$ cat src/rtl/tmr_pkg.sv
package tmr_pkg;
    typedef enum logic [1:0] {
        MD_PRE13   = 2'd0,
        MD_FULL16  = 2'd1,
        MD_RELOAD8 = 2'd2,
        MD_SPLIT   = 2'd3
    } tmr_mode_e;

    typedef struct packed {
        logic      gate;
        logic      ext;
        tmr_mode_e mode;
    } tmr_cfg_t;

    localparam int unsigned CFG_W = 4;

    localparam logic [2:0] A_LO0  = 3'd0;
    localparam logic [2:0] A_HI0  = 3'd1;
    localparam logic [2:0] A_LO1  = 3'd2;
    localparam logic [2:0] A_HI1  = 3'd3;
    localparam logic [2:0] A_CFG  = 3'd4;
    localparam logic [2:0] A_CTRL = 3'd5;
endpackage

$ cat src/rtl/tmr_pinsamp.sv
module tmr_pinsamp #(
    parameter int unsigned NCH = 2
) (
    input  logic           clk,
    input  logic           rst_n,
    input  logic           tick,
    input  logic [NCH-1:0] pin,
    output logic [NCH-1:0] fall
);
    logic [NCH-1:0] smp_q;

    for (genvar i = 0; i < NCH; i++) begin : g_ch
        always_ff @(posedge clk) begin
            if (!rst_n)    smp_q[i] <= 1'b0;
            else if (tick) smp_q[i] <= pin[i];
        end

        assign fall[i] = tick & smp_q[i] & ~pin[i];

        // one falling transition can not yield two counts
        a_r3_single_fall: assert property (@(posedge clk) disable iff (!rst_n)
            fall[i] |=> !fall[i]);
    end
endmodule

$ cat src/rtl/tmr_chan.sv
module tmr_chan import tmr_pkg::*; #(
    parameter int unsigned W         = 8,
    parameter int unsigned PRE       = 5,
    parameter bit          CAN_SPLIT = 1'b1
) (
    input  logic         clk,
    input  logic         rst_n,
    input  tmr_mode_e    mode,
    input  logic         inc,
    input  logic         hi_inc,
    input  logic         wr_lo,
    input  logic         wr_hi,
    input  logic [W-1:0] wr_data,
    output logic [W-1:0] lo_q,
    output logic [W-1:0] hi_q,
    output logic         ovf,
    output logic         hi_ovf
);
    localparam logic [W-1:0]   ONES = '1;
    localparam logic [PRE-1:0] PMAX = '1;

    logic [W-1:0] lo_n, hi_n;

    always_comb begin
        lo_n   = lo_q;
        hi_n   = hi_q;
        ovf    = 1'b0;
        hi_ovf = 1'b0;
        unique case (mode)
            MD_PRE13: if (inc) begin
                lo_n[PRE-1:0] = lo_q[PRE-1:0] + 1'b1;
                if (lo_q[PRE-1:0] == PMAX) begin
                    hi_n = hi_q + 1'b1;
                    ovf  = (hi_q == ONES);
                end
            end
            MD_FULL16: if (inc) begin
                {hi_n, lo_n} = {hi_q, lo_q} + 1'b1;
                ovf          = (lo_q == ONES) && (hi_q == ONES);
            end
            MD_RELOAD8: if (inc) begin
                if (lo_q == ONES) begin
                    lo_n = hi_q;
                    ovf  = 1'b1;
                end else begin
                    lo_n = lo_q + 1'b1;
                end
            end
            MD_SPLIT: if (CAN_SPLIT) begin
                if (inc) begin
                    lo_n = lo_q + 1'b1;
                    ovf  = (lo_q == ONES);
                end
                if (hi_inc) begin
                    hi_n   = hi_q + 1'b1;
                    hi_ovf = (hi_q == ONES);
                end
            end
            default: ;
        endcase
    end

    always_ff @(posedge clk) begin
        if (!rst_n) begin
            lo_q <= '0;
            hi_q <= '0;
        end else begin
            lo_q <= wr_lo ? wr_data : lo_n;
            hi_q <= wr_hi ? wr_data : hi_n;
        end
    end

    // no event and no write keeps both bytes
    a_r2_hold: assert property (@(posedge clk) disable iff (!rst_n)
        (!inc && !hi_inc && !wr_lo && !wr_hi) |=> ($stable(lo_q) && $stable(hi_q)));
    // prescaler mode leaves the top low-byte bits alone
    a_r4_top_bits: assert property (@(posedge clk) disable iff (!rst_n)
        (mode == MD_PRE13 && !wr_lo) |=> (lo_q[W-1:PRE] == $past(lo_q[W-1:PRE])));
    // cascaded mode adds one per event
    a_r5_carry: assert property (@(posedge clk) disable iff (!rst_n)
        (mode == MD_FULL16 && inc && !wr_lo && !wr_hi)
            |=> ({hi_q, lo_q} == $past({hi_q, lo_q}) + 1'b1));
    // reload takes the high byte and keeps it
    a_r6_reload: assert property (@(posedge clk) disable iff (!rst_n)
        (mode == MD_RELOAD8 && inc && lo_q == ONES && !wr_lo && !wr_hi)
            |=> (lo_q == $past(hi_q) && $stable(hi_q)));
endmodule

$ cat src/rtl/tmr_pair.sv
module tmr_pair import tmr_pkg::*; #(
    parameter int unsigned W   = 8,
    parameter int unsigned PRE = 5
) (
    input  logic           clk,
    input  logic           rst_n,
    input  logic           tick,
    input  logic [1:0]     cnt_pin,
    input  logic [1:0]     gate_pin,
    input  logic           wr_en,
    input  logic [2:0]     wr_addr,
    input  logic [W-1:0]   wr_data,
    input  logic [1:0]     flag_clr,
    output logic [2*W-1:0] cnt0_q,
    output logic [2*W-1:0] cnt1_q,
    output logic [1:0]     ovf_flag,
    output logic           baud_pulse
);
    localparam int unsigned NCH = 2;

    logic [NCH*CFG_W-1:0] cfg_q;
    logic [NCH-1:0]       run_q, flag_q, fall, gate_ok, src, en;
    logic                 baud_q, split, hi_inc0;
    logic                 wr_cfg, wr_ctrl;
    logic                 ovf0, hov0, ovf1, hov1;
    logic [NCH-1:0]       set_f;
    logic [W-1:0]         lo0, hi0, lo1, hi1;
    tmr_cfg_t             cfg [NCH];

    assign wr_cfg  = wr_en && (wr_addr == A_CFG);
    assign wr_ctrl = wr_en && (wr_addr == A_CTRL);

    tmr_pinsamp #(.NCH(NCH)) u_samp (
        .clk(clk), .rst_n(rst_n), .tick(tick), .pin(cnt_pin), .fall(fall)
    );

    for (genvar i = 0; i < NCH; i++) begin : g_src
        assign cfg[i]     = tmr_cfg_t'(cfg_q[CFG_W*i +: CFG_W]);
        assign gate_ok[i] = ~cfg[i].gate | gate_pin[i];
        assign src[i]     = cfg[i].ext ? fall[i] : tick;
    end

    assign split   = (cfg[0].mode == MD_SPLIT);
    assign en[0]   = run_q[0] & gate_ok[0] & src[0];
    assign en[1]   = (split | run_q[1]) & gate_ok[1] & src[1];
    assign hi_inc0 = split & run_q[1] & tick;

    tmr_chan #(.W(W), .PRE(PRE), .CAN_SPLIT(1'b1)) u_ch0 (
        .clk(clk), .rst_n(rst_n), .mode(cfg[0].mode), .inc(en[0]), .hi_inc(hi_inc0),
        .wr_lo(wr_en && wr_addr == A_LO0), .wr_hi(wr_en && wr_addr == A_HI0),
        .wr_data(wr_data), .lo_q(lo0), .hi_q(hi0), .ovf(ovf0), .hi_ovf(hov0)
    );

    tmr_chan #(.W(W), .PRE(PRE), .CAN_SPLIT(1'b0)) u_ch1 (
        .clk(clk), .rst_n(rst_n), .mode(cfg[1].mode), .inc(en[1]), .hi_inc(1'b0),
        .wr_lo(wr_en && wr_addr == A_LO1), .wr_hi(wr_en && wr_addr == A_HI1),
        .wr_data(wr_data), .lo_q(lo1), .hi_q(hi1), .ovf(ovf1), .hi_ovf(hov1)
    );

    assign set_f[0] = ovf0;
    assign set_f[1] = split ? hov0 : (ovf1 | hov1);

    always_ff @(posedge clk) begin
        if (!rst_n) begin
            cfg_q  <= '0;
            run_q  <= '0;
            flag_q <= '0;
            baud_q <= 1'b0;
        end else begin
            if (wr_cfg) cfg_q <= wr_data[NCH*CFG_W-1:0];
            if (wr_ctrl) begin
                run_q  <= wr_data[1:0];
                flag_q <= wr_data[3:2];
            end else begin
                for (int i = 0; i < NCH; i++) begin
                    if (set_f[i])         flag_q[i] <= 1'b1;
                    else if (flag_clr[i]) flag_q[i] <= 1'b0;
                end
            end
            baud_q <= ovf1;
        end
    end

    assign cnt0_q     = {hi0, lo0};
    assign cnt1_q     = {hi1, lo1};
    assign ovf_flag   = flag_q;
    assign baud_pulse = baud_q;

    // channel 0 overflow raises its flag
    a_r7_flag0_set: assert property (@(posedge clk) disable iff (!rst_n)
        (ovf0 && !wr_ctrl) |=> ovf_flag[0]);
    // split high byte wrap raises flag 1
    a_r10_split_flag: assert property (@(posedge clk) disable iff (!rst_n)
        (split && hov0 && !wr_ctrl) |=> ovf_flag[1]);
    // clear strobe without competing set drops the flag
    a_r8_clear: assert property (@(posedge clk) disable iff (!rst_n)
        (flag_clr[0] && !ovf0 && !wr_ctrl) |=> !ovf_flag[0]);
    // channel 1 wraps leave flag 1 alone during split
    a_r11_no_ch1_flag: assert property (@(posedge clk) disable iff (!rst_n)
        (split && !hov0 && !wr_ctrl && !flag_clr[1]) |=> $stable(ovf_flag[1]));
    // the pulse follows a tick and lasts one clock
    a_r12_baud_tick: assert property (@(posedge clk) disable iff (!rst_n)
        baud_pulse |-> $past(tick));
endmodule

$ cat config.mk
export PLATFORM = sky130hd
export DESIGN_NAME = tmr_pair
export DESIGN_NICKNAME = d
export VERILOG_FILES = /design/src/rtl/tmr_pkg.sv /design/src/rtl/tmr_pinsamp.sv /design/src/rtl/tmr_chan.sv /design/src/rtl/tmr_pair.sv
export SDC_FILE = /design/constraint.sdc
export NUM_CORES = 1
export LEC_CHECK = 0
export BUFFER_PORTS_ARGS = -buffer_cell sky130_fd_sc_hd__buf_2
export CORE_UTILIZATION = 35
export CTS_BUF_LIST = sky130_fd_sc_hd__clkbuf_8
export CTS_CLUSTER_DIAMETER = 60
export CTS_CLUSTER_SIZE = 28
export DETAILED_ROUTE_END_ITERATION = 7
export PLACE_DENSITY = 0.61
export SYNTH_ARGS = -nofsm -noshare
export SYNTH_HDL_FRONTEND = slang
export SYNTH_SLANG_ARGS = --single-unit
$ cat constraint.sdc
create_clock -name clk -period 2.2 [get_ports clk]
set_input_delay 0 -clock clk [delete_from_list [all_inputs] [get_ports clk]]
set_output_delay 0 -clock clk [all_outputs]
set_load 0.02 [all_outputs]
==> impl_metrics.yaml, run 1 <==
timing:
  setup_tns_ps: 0
  min_period_ps: 2120
  fin_crit_sh: 0.962
  final-setup-viol-count: 0
  rsz0062_at_grt: "true"
  final_max_slew_viol_count: 0
  relSlewSlack: 0.548
  tightest_slew_ps: 675
  hold_viol: 0
  fin_skew_ps: 19.6
  max_freq_mhz: 472
synthesis:
  synth_cells: 394
  ys_seq_area_frac: 0.303
  syn_nets: 430
  syn_area_sq_um: 3100
  synth_top_area_frac: 0.303
  avgSynthCellArea_sq_um: 7.87
  ys_ff_latch: 47
  yosys_warnings: 0
  synth_area_leader_cell: "dfxtp_1"
  synth-async-reset-ratio: 0
  synth-main-ff-cell: "dfxtp_1"
  yosysUniqueCellTypes: 64
  synthTopCellsByArea: "dfxtp_1 (30%), o21ai_0 (8.2%), ha_1 (6.1%), mux2i_1 (4.5%), nor2_1 (4.4%)"
  synth_edf_count: 0
drt:
  num_vias: 3350
  drtPass1Iterations: 5
  drcViolationCount: 0
  wire_per_inst_um: 16.9
  vias_per_cell: 5.75
  drt_iter0_markers: 250
  ant_nets: 0
  wl_um: 9830
worst_setup_path:
  required_ps: 2430
  end_kind: "flop"
  crit_chain: "ha_4, and3_4, ha_1, inv_1, a222oi_1, buf_4, o21ai_2, or3_1, a31oi_1"
  cp_slowest_cell: "dfxtp_4"
  cp_max_fo: 8
  critPathLaunchType: "flop"
  worst_path_largest_cell_delay_ps: 380
  cp.arrival_ps: 2350
  worstRegToRegCells: 9
  path_class: "flop to flop"
pwr:
  pwr-share-clk: 0.325
  peakVddDrop_v: 0.000263
  power_leakage_nw: 1.51
  pwr-share-seq: 0.508
  total_power_mw: 1.84
  internal_power_mw: 1.24
  power.density_nw_per_um2: 473
  p_comb_frac: 0.167
  switching_share: 0.323
  p_switching_mw: 0.594
job:
  drv_cap: 0
final_layout:
  design_area_sq_um: 3880
  area_delta_synth_final_pct: 25.2
  fin_cells: 583
  fillers: 854
  postLayoutCoreUtil: 0.463
  final_cell_mix: "buf_2 (55), o21ai_0 (50), dfxtp_1 (40)"
  insertedDiodeCount: 0
  final_common_cell: "buf_2"
  nets: 513
  multi_input_area_sq_um: 2100
  regArea_sq_um: 957
  final_layout_size_suffix_gt1_frac: 0.251
floorplan:
  die_height_um: 96.1
  die_x_um: 96.1
  rows: 33
  fp.dieArea_sq_um: 9240
  io_pins: 56
  start_util: 0.370
  coreArea_sq_um: 8380
global_route:
  grt_pass1_vias: 2997
  grt_overflow: 0
  antenna_found_initial: 0
  grt_use_total: 0.225
  grt_max_degree: 30
  grt_pass1_wl_um: 15700
clock_tree:
  cts.clk_slew.worst_paths_ps: 120
  cts_tree: "done"
  insertion_delay_ps: 330
  numClockSinks: 47
  htree_levels: 2
  cts_root_buf: "clkbuf_8"
  clockBufferDepth: 2
  numCtsBuffers: 5
place:
  place.gp.congestion: 0.927
  dpl-instance-area_sq_um: 3680
  io_buffers: 55
  dp_cells: 567
  dp_hpwl_um: 7210
worst_hold_path:
  worstHoldPathType: "primary input to flop"
  hold_depth: 3
status:
  status: "finished clean"
[worst paths after layout]
path                                     start                      endpoint  slack, ps
setup / recovery    u_ch0.lo_q[0]$_SDFFE_PN0P_    u_ch0.hi_q[4]$_SDFFE_PN0P_         80
hold / removal                      wr_data[5]    u_ch1.lo_q[5]$_SDFFE_PN0P_         30
setup reg to reg    u_ch0.lo_q[0]$_SDFFE_PN0P_    u_ch0.hi_q[4]$_SDFFE_PN0P_         80
hold reg to reg   u_samp.smp_q[1]$_SDFFE_PN0P_  u_samp.smp_q[1]$_SDFFE_PN0P_        500
[worst max-delay path: cells and delay by family (launching register included)]
kind,cells,cell delay [ps]
AO/OA/AOI/OAI,3,590
buffers and inverters,2,250
adder cells (fa/ha/maj),2,270
AND/OR/NAND/NOR,2,540
flip-flops,1,380
[kinds of logic after synthesis]
group	after synthesis	share of synthesized area
DFF	47	0.303
muxes	15	0.0488
and+or+nand+nor	155	0.258
xor gates and xnor gates	14	0.0395
AOI/OAI and AO/OA	120	0.251
buffers and inverters	28	0.0387
adders and majority gates	15	0.0605
[layout make-up]
cell class | instances | area share
clock buffer | 5 | 0.0177
clock inverter | 3 | 0.00677
inverter | 14 | 0.0135
multi-input combinational | 319 | 0.541
sequential | 47 | 0.246
tap | 105 | 0.0338
timing repair buffer | 90 | 0.141
[per-layer routing]
| layer | track usage | vias to the layer above | part of all wire |
|---|---|---|---|
| li1 | - | 1650 | - |
| met1 | 0.320 | 1584 | 0.49 |
| met2 | 0.358 | 105 | 0.45 |
| met3 | 0.0269 | 11 | 0.052 |
| met4 | 0.0585 | 0 | 0.012 |
| met5 | 0 | - | 0 |
[repair_timing]
| action | 4_1_cts | 5_1_grt |
|---|---|---|
| hold buffers | 4 | 0 |
| endpoints found under the setup margin | 0 | 11 |
| buffers inserted | 0 | 4 |
| gates resized for setup | 0 | 11 |
| endpoints found under the hold margin | 4 | 0 |
[registers in the layout, summed over array words and instances, names as in the netlist]
name          count
u_samp.smp_q      2
ovf_flag          2
baud_pulse        1
cfg_q             8
u_ch0.lo_q        8
u_ch1.hi_q        8
run_q             2
u_ch0.hi_q        8
u_ch1.lo_q        8
[per-stage QoR]
| stage | hold WS (ps) | worst slack [ps] |
|---|---|---|
| 3_5_place_dp | 260 | 44.9 |
| 2_1_floorplan | 108 | 7.95 |
| 5_1_grt | 22.8 | -26.0 |
| 4_1_cts | 17.1 | 3.87 |
| 3_3_place_gp | 249 | 105 |
| 6_report | 26.5 | 83.3 |
[power by group through the flow]
| stage | registers (mW) | clock network (mW) | logic, mW |
|---|---|---|---|
| 4_1_cts | 0.932 | 0.613 | 0.303 |
| 2_1_floorplan | 0.979 | 0 | 0.142 |
| 6_report | 0.932 | 0.597 | 0.307 |
| 3_5_place_dp | 0.952 | 0 | 0.296 |
| 3_3_place_gp | 0.950 | 0 | 0.294 |
| 5_1_grt | 0.938 | 0.642 | 0.340 |
[synthesized netlist by cell type (2+ instances only)]
library cell  count
or3_1            12
xnor2_1           6
and2_1            4
a41oi_1           2
o221ai_1          2
a211oi_1          6
nor3_1           15
nand3_1          15
inv_1            13
nand2b_1          7
nand2_1          32
buf_2             2
a21oi_1          11
a211o_1           4
ha_1             15
o22ai_1           2
and3_1            4
a31oi_1          16
nor2b_1           6
dfxtp_1          47
xor2_1            8
o211ai_1          3
a221oi_1          5
o21ai_0          51
mux2i_1          14
buf_1             2
nand4_1          11
clkbuf_1          7
nor2_1           36
or2_2             2
Note: power is estimated with default switching activity, not from simulation.
==> run 2, diff against run 1 <==
PLACE_DENSITY = unset   (was 0.61)
==> run 2 against run 1 <==
  * Final area down 0.64%
  * Die area unchanged
  * Clock skew down 9.0 ps
  * Cell count down 0.86%
  * Maximum frequency down 0.13%
  * Hold slack worse by 15 ps
  * Utilization down 0.30 points
  * Sequential share of layout area up 0.095 points
  * Largest cell class unchanged
  * Largest power group unchanged
==> impl_metrics.yaml, run 2 (synthesized netlist as in run 1, its figures left out) <==
pwr:
  total_power_mw: 1.85
  peakVddDrop_v: 0.000228
  power.density_nw_per_um2: 479
  power_leakage_nw: 1.49
timing:
  tightest_slew_ps: 717
  final_max_slew_viol_count: 0
  hold_viol: 0
  fin_skew_ps: 10.6
  max_freq_mhz: 472
  setup_slack_ps: 80.5
  final-setup-viol-count: 0
  min_period_ps: 2120
  relSlewSlack: 0.519
  rsz0062_at_grt: "true"
  fin_crit_sh: 0.963
worst_setup_path:
  setup.worst_path.start: "u_ch1.lo_q[0]$_SDFFE_PN0P_"
  required_ps: 2430
  cp.arrival_ps: 2350
  rr_startpoint: "u_ch1.lo_q[0]$_SDFFE_PN0P_"
  cp_slowest_cell: "or4b_4"
  critPathLaunchType: "flop"
  worst_path_largest_cell_delay_ps: 490
  end_kind: "flop"
  crit_chain: "ha_4, nand3_2, inv_2, ha_1, mux2_2, or4b_4, or3_1, a31oi_1"
  path_class: "flop to flop"
  cp_max_fo: 5
clock_tree:
  insertion_delay_ps: 310
  clockBufferDepth: 2
  numCtsBuffers: 5
  cts_root_buf: "clkbuf_8"
  htree_levels: 2
  cts.clk_slew.worst_paths_ps: 100
  cts_tree: "done"
  numClockSinks: 47
drt:
  num_vias: 3344
  vias_per_cell: 5.79
  wire_per_inst_um: 17.1
  ant_nets: 0
  drtPass1Iterations: 5
  wl_um: 9880
  drcViolationCount: 0
  drt_iter0_markers: 259
job:
  drv_cap: 0
final_layout:
  nets: 508
  insertedDiodeCount: 0
  final_cell_mix: "buf_2 (55), o21ai_0 (50), dfxtp_1 (42)"
  postLayoutCoreUtil: 0.460
  area_delta_synth_final_pct: 24.4
  final_common_cell: "buf_2"
  final_layout_size_suffix_gt1_frac: 0.243
global_route:
  grt_max_degree: 30
  grt_pass1_wl_um: 16000
  antenna_found_initial: 0
  grt_use_total: 0.225
  grt_pass1_vias: 3081
  grt_overflow: 0
place:
  dp_slack_ps: 34.5
  io_buffers: 55
  place.gp.congestion: 0.957
  dp_hpwl_um: 7180
floorplan:
  coreArea_sq_um: 8380
  io_pins: 56
  die_x_um: 96.1
  rows: 33
  fp.dieArea_sq_um: 9240
  die_height_um: 96.1
  start_util: 0.370
worst_hold_path:
  worstHoldPathType: "primary input to flop"
  min_from: "wr_data[1]"
status:
  status: "finished clean"
[run 2: power by group]
group / switching [mW] / internal [mW]
sequential: 0.0469 / 0.884
combinational: 0.188 / 0.124
clock: 0.317 / 0.288
total: 0.552 / 1.30
[run 2: worst paths after layout]
kind	to	depth (start not counted)	slack (ps)
worst max register to register	u_ch1.hi_q[7]$_SDFFE_PN0P_	8	80
worst min register to register	u_samp.smp_q[1]$_SDFFE_PN0P_	2	500
worst min-delay path	u_ch0.lo_q[1]$_SDFFE_PN0P_	3	10
worst max-delay path	u_ch1.hi_q[7]$_SDFFE_PN0P_	8	80
[run 2: cell type report]
| class | instances | area, sq um |
|---|---|---|
| timing repair buffer | 85 | 508 |
| tap | 105 | 131 |
| sequential | 47 | 955 |
| clock inverter | 1 | 6.26 |
| clock buffer | 7 | 96.3 |
| fill | 879 | 4520 |
| multi-input combinational | 319 | 2110 |
| inverter | 14 | 52.6 |
[run 2: through the flow]
| stage | hold slack, ps | cell area (sq um) | instances | setup TNS (ps) |
|---|---|---|---|---|
| final | 11.9 | 3860 | 578 | 0 |
| after global routing | 33.8 | 3860 | 578 | -81.5 |
| after CTS | 14.5 | 3810 | 577 | 0 |
| after detailed placement | 261 | 3680 | 566 | 0 |
| after global placement | 249 | 3680 | 566 | 0 |
| after floorplan | 108 | 3140 | 394 | 0 |
[run 2: layer usage]
| metal | up-vias | global-route usage | part of all wire |
|---|---|---|---|
| met3 | 15 | 0.0348 | 0.054 |
| met4 | 0 | 0.0622 | 0.014 |
| met5 | - | 0 | 0 |
| met2 | 113 | 0.359 | 0.45 |
| li1 | 1626 | - | - |
| met1 | 1590 | 0.314 | 0.48 |
[run 2: critical path: cells and delay by family (launching register included)]
| family | cells | cell delay [ps] |
|---|---|---|
| buf+inv | 1 | 80 |
| mux | 1 | 160 |
| compound gates | 1 | 160 |
| simple gates | 3 | 950 |
| flops | 1 | 390 |
| fa+ha+maj | 2 | 320 |
[run 2: timing repair]
| action | 4_1_cts | 5_1_grt |
|---|---|---|
| resized for setup | 0 | 11 |
| setup buffers | 0 | 1 |
| endpoints found under the hold margin | 3 | 0 |
| hold buffers | 3 | 0 |
| setup endpoints to repair | 0 | 9 |
==> run 3, diff against run 2 <==
CORE_UTILIZATION = 50   (was 35)
PLACE_DENSITY = 0.76   (was unset)
==> run 3 against run 2 <==
  * Sequential power is essentially flat
  * Cell count shrank 4.5%
  * Via count grew 2.8%
  * Clock skew shrank 5.7 ps
  * Worst setup slack gained 8.4 ps
  * Final area is the same
  * Non-clock buffer count grew 5
  * Critical path depth is the same
  * Largest power group unchanged
==> impl_metrics.yaml, run 3 (synthesized netlist as in run 1, its figures left out) <==
status:
  status: "finished clean"
floorplan:
  rows: 28
  fp.dieArea_sq_um: 6520
  coreArea_sq_um: 5960
  die_x_um: 80.8
  start_util: 0.521
  die_height_um: 80.8
  io_pins: 56
worst_setup_path:
  cp_slowest_cell: "or4b_4"
  worstRegToRegCells: 8
  crit_chain: "ha_4, nand3_2, inv_2, ha_2, mux2_4, or4b_4, or3_1, a31oi_1"
  rr_startpoint: "u_ch1.lo_q[1]$_SDFFE_PN0P_"
  required_ps: 2420
  critPathLaunchType: "flop"
  path_class: "flop to flop"
  timing.rr.end: "u_ch1.hi_q[7]$_SDFFE_PN0P_"
  cp_max_fo: 6
  end_kind: "flop"
  crit_buf_inv: 1
  crit_path_end: "u_ch1.hi_q[7]$_SDFFE_PN0P_"
  r2r_setup_slack_ps: 90
  setup.worst_path.start: "u_ch1.lo_q[1]$_SDFFE_PN0P_"
  cp.arrival_ps: 2330
  worst_path_largest_cell_delay_ps: 480
  crit_family: "simple AND/OR/NAND/NOR gates"
  cp.depth: 8
drt:
  wl_um: 9370
  vias_per_cell: 6.23
  wire_per_inst_um: 17.0
  drcViolationCount: 0
  drt_iter0_markers: 318
  num_vias: 3437
  ant_nets: 0
  drtPass1Iterations: 6
timing:
  fin_skew_ps: 4.91
  whs_ps: 15.0
  final-setup-viol-count: 0
  hold_viol: 0
  relSlewSlack: 0.556
  min_period_ps: 2110
  setup_tns_ps: 0
  setup_slack_ps: 88.9
  max_freq_mhz: 474
  tightest_slew_ps: 662
  final_max_slew_viol_count: 0
  fin_crit_sh: 0.960
final_layout:
  final_common_cell: "buf_2"
  fin_cells: 552
  multi_input_area_sq_um: 2110
  regArea_sq_um: 956
  postLayoutCoreUtil: 0.648
  final_cell_mix: "buf_2 (55), o21ai_0 (51), dfxtp_1 (41)"
  area_delta_synth_final_pct: 24.4
  fillers: 555
  insertedDiodeCount: 0
  nets: 513
  final_layout_size_suffix_gt1_frac: 0.247
  design_area_sq_um: 3860
place:
  place.gp.congestion: 0.976
  dp_hpwl_um: 6790
  dpl-instance-area_sq_um: 3640
  dp_cells: 536
  dp_slack_ps: 26.9
  io_buffers: 55
clock_tree:
  cts_tree: "done"
  insertion_delay_ps: 300
  cts.clk_slew.worst_paths_ps: 90
  cts_root_buf: "clkbuf_8"
  clockBufferDepth: 2
  numClockSinks: 47
  numCtsBuffers: 5
  htree_levels: 2
global_route:
  grt_use_total: 0.302
  grt_overflow: 0
  grt_max_degree: 30
  grt_pass1_wl_um: 15100
  grt_pass1_vias: 2992
  antenna_found_initial: 0
job:
  drv_cap: 0
pwr:
  power.density_nw_per_um2: 487
  power_leakage_nw: 1.52
  total_power_mw: 1.88
  peakVddDrop_v: 0.000268
worst_hold_path:
  worstHoldPathType: "primary input to flop"
==> run 3: changes by cell type in the layout (fill, tap and decap cells not counted), sizes merged <==
cell and change:
clkbuf -2, bufinv +1, buf +5
==> run 3: worst register-to-register path, cell delays in order (launching register included) <==
cell and delay, ps:
dfxtp_4 390, ha_4 160, nand3_2 90, inv_2 80
ha_2 170, mux2_4 150, or4b_4 480, or3_1 320
a31oi_1 190
==> run 3: power breakdown <==
part,internal [mW],total [mW],switching (mW),leakage [nW]
sequential,0.883,0.931,0.0474,0.386
combinational,0.123,0.307,0.184,1.08
clock,0.334,0.643,0.309,0.0545
total,1.34,1.88,0.541,1.52
==> run 3: repair_timing <==
action / in CTS / in global routing
pin swaps: 0 / 7
setup endpoints to repair: 1 / 6
buffers inserted: 1 / 5
hold buffers: 3 / 0
endpoints found under the hold margin: 3 / 0
resized for setup: 1 / 9
==> run 3: layer usage <==
| metal | wire, um | vias up | global-route usage |
|---|---|---|---|
| met2 | 4170 | 163 | 0.468 |
| li1 | - | 1639 | - |
| met3 | 598 | 15 | 0.0371 |
| met5 | 0 | - | 0 |
| met4 | 140 | 0 | 0.0768 |
| met1 | 4460 | 1620 | 0.441 |
==> run 3: worst min-delay path by stage <==
| stage | from | to | slack [ps] | depth (start not counted) |
|---|---|---|---|---|
| 3_3_place_gp | cnt_pin[0] | u_samp.smp_q[0]$_SDFFE_PN0P_ | 250 | 3 |
| 5_1_grt | wr_data[0] | u_ch1.lo_q[0]$_SDFFE_PN0P_ | 20 | 3 |
| 2_1_floorplan | wr_data[0] | u_ch1.lo_q[0]$_SDFFE_PN0P_ | 110 | 2 |
| 4_1_cts | wr_data[1] | u_ch0.lo_q[1]$_SDFFE_PN0P_ | 2 | 3 |
| 3_5_place_dp | cnt_pin[1] | u_samp.smp_q[1]$_SDFFE_PN0P_ | 260 | 3 |
| 6_report | wr_data[1] | u_ch0.lo_q[1]$_SDFFE_PN0P_ | 10 | 3 |
==> run 3: final cells by class <==
| type | instances | share of cell area |
|---|---|---|
| inverter | 14 | 0.0136 |
| clock buffer | 5 | 0.0178 |
| timing repair buffer | 90 | 0.141 |
| clock inverter | 2 | 0.00940 |
| sequential | 47 | 0.248 |
| multi-input combinational | 319 | 0.546 |
| tap | 75 | 0.0243 |
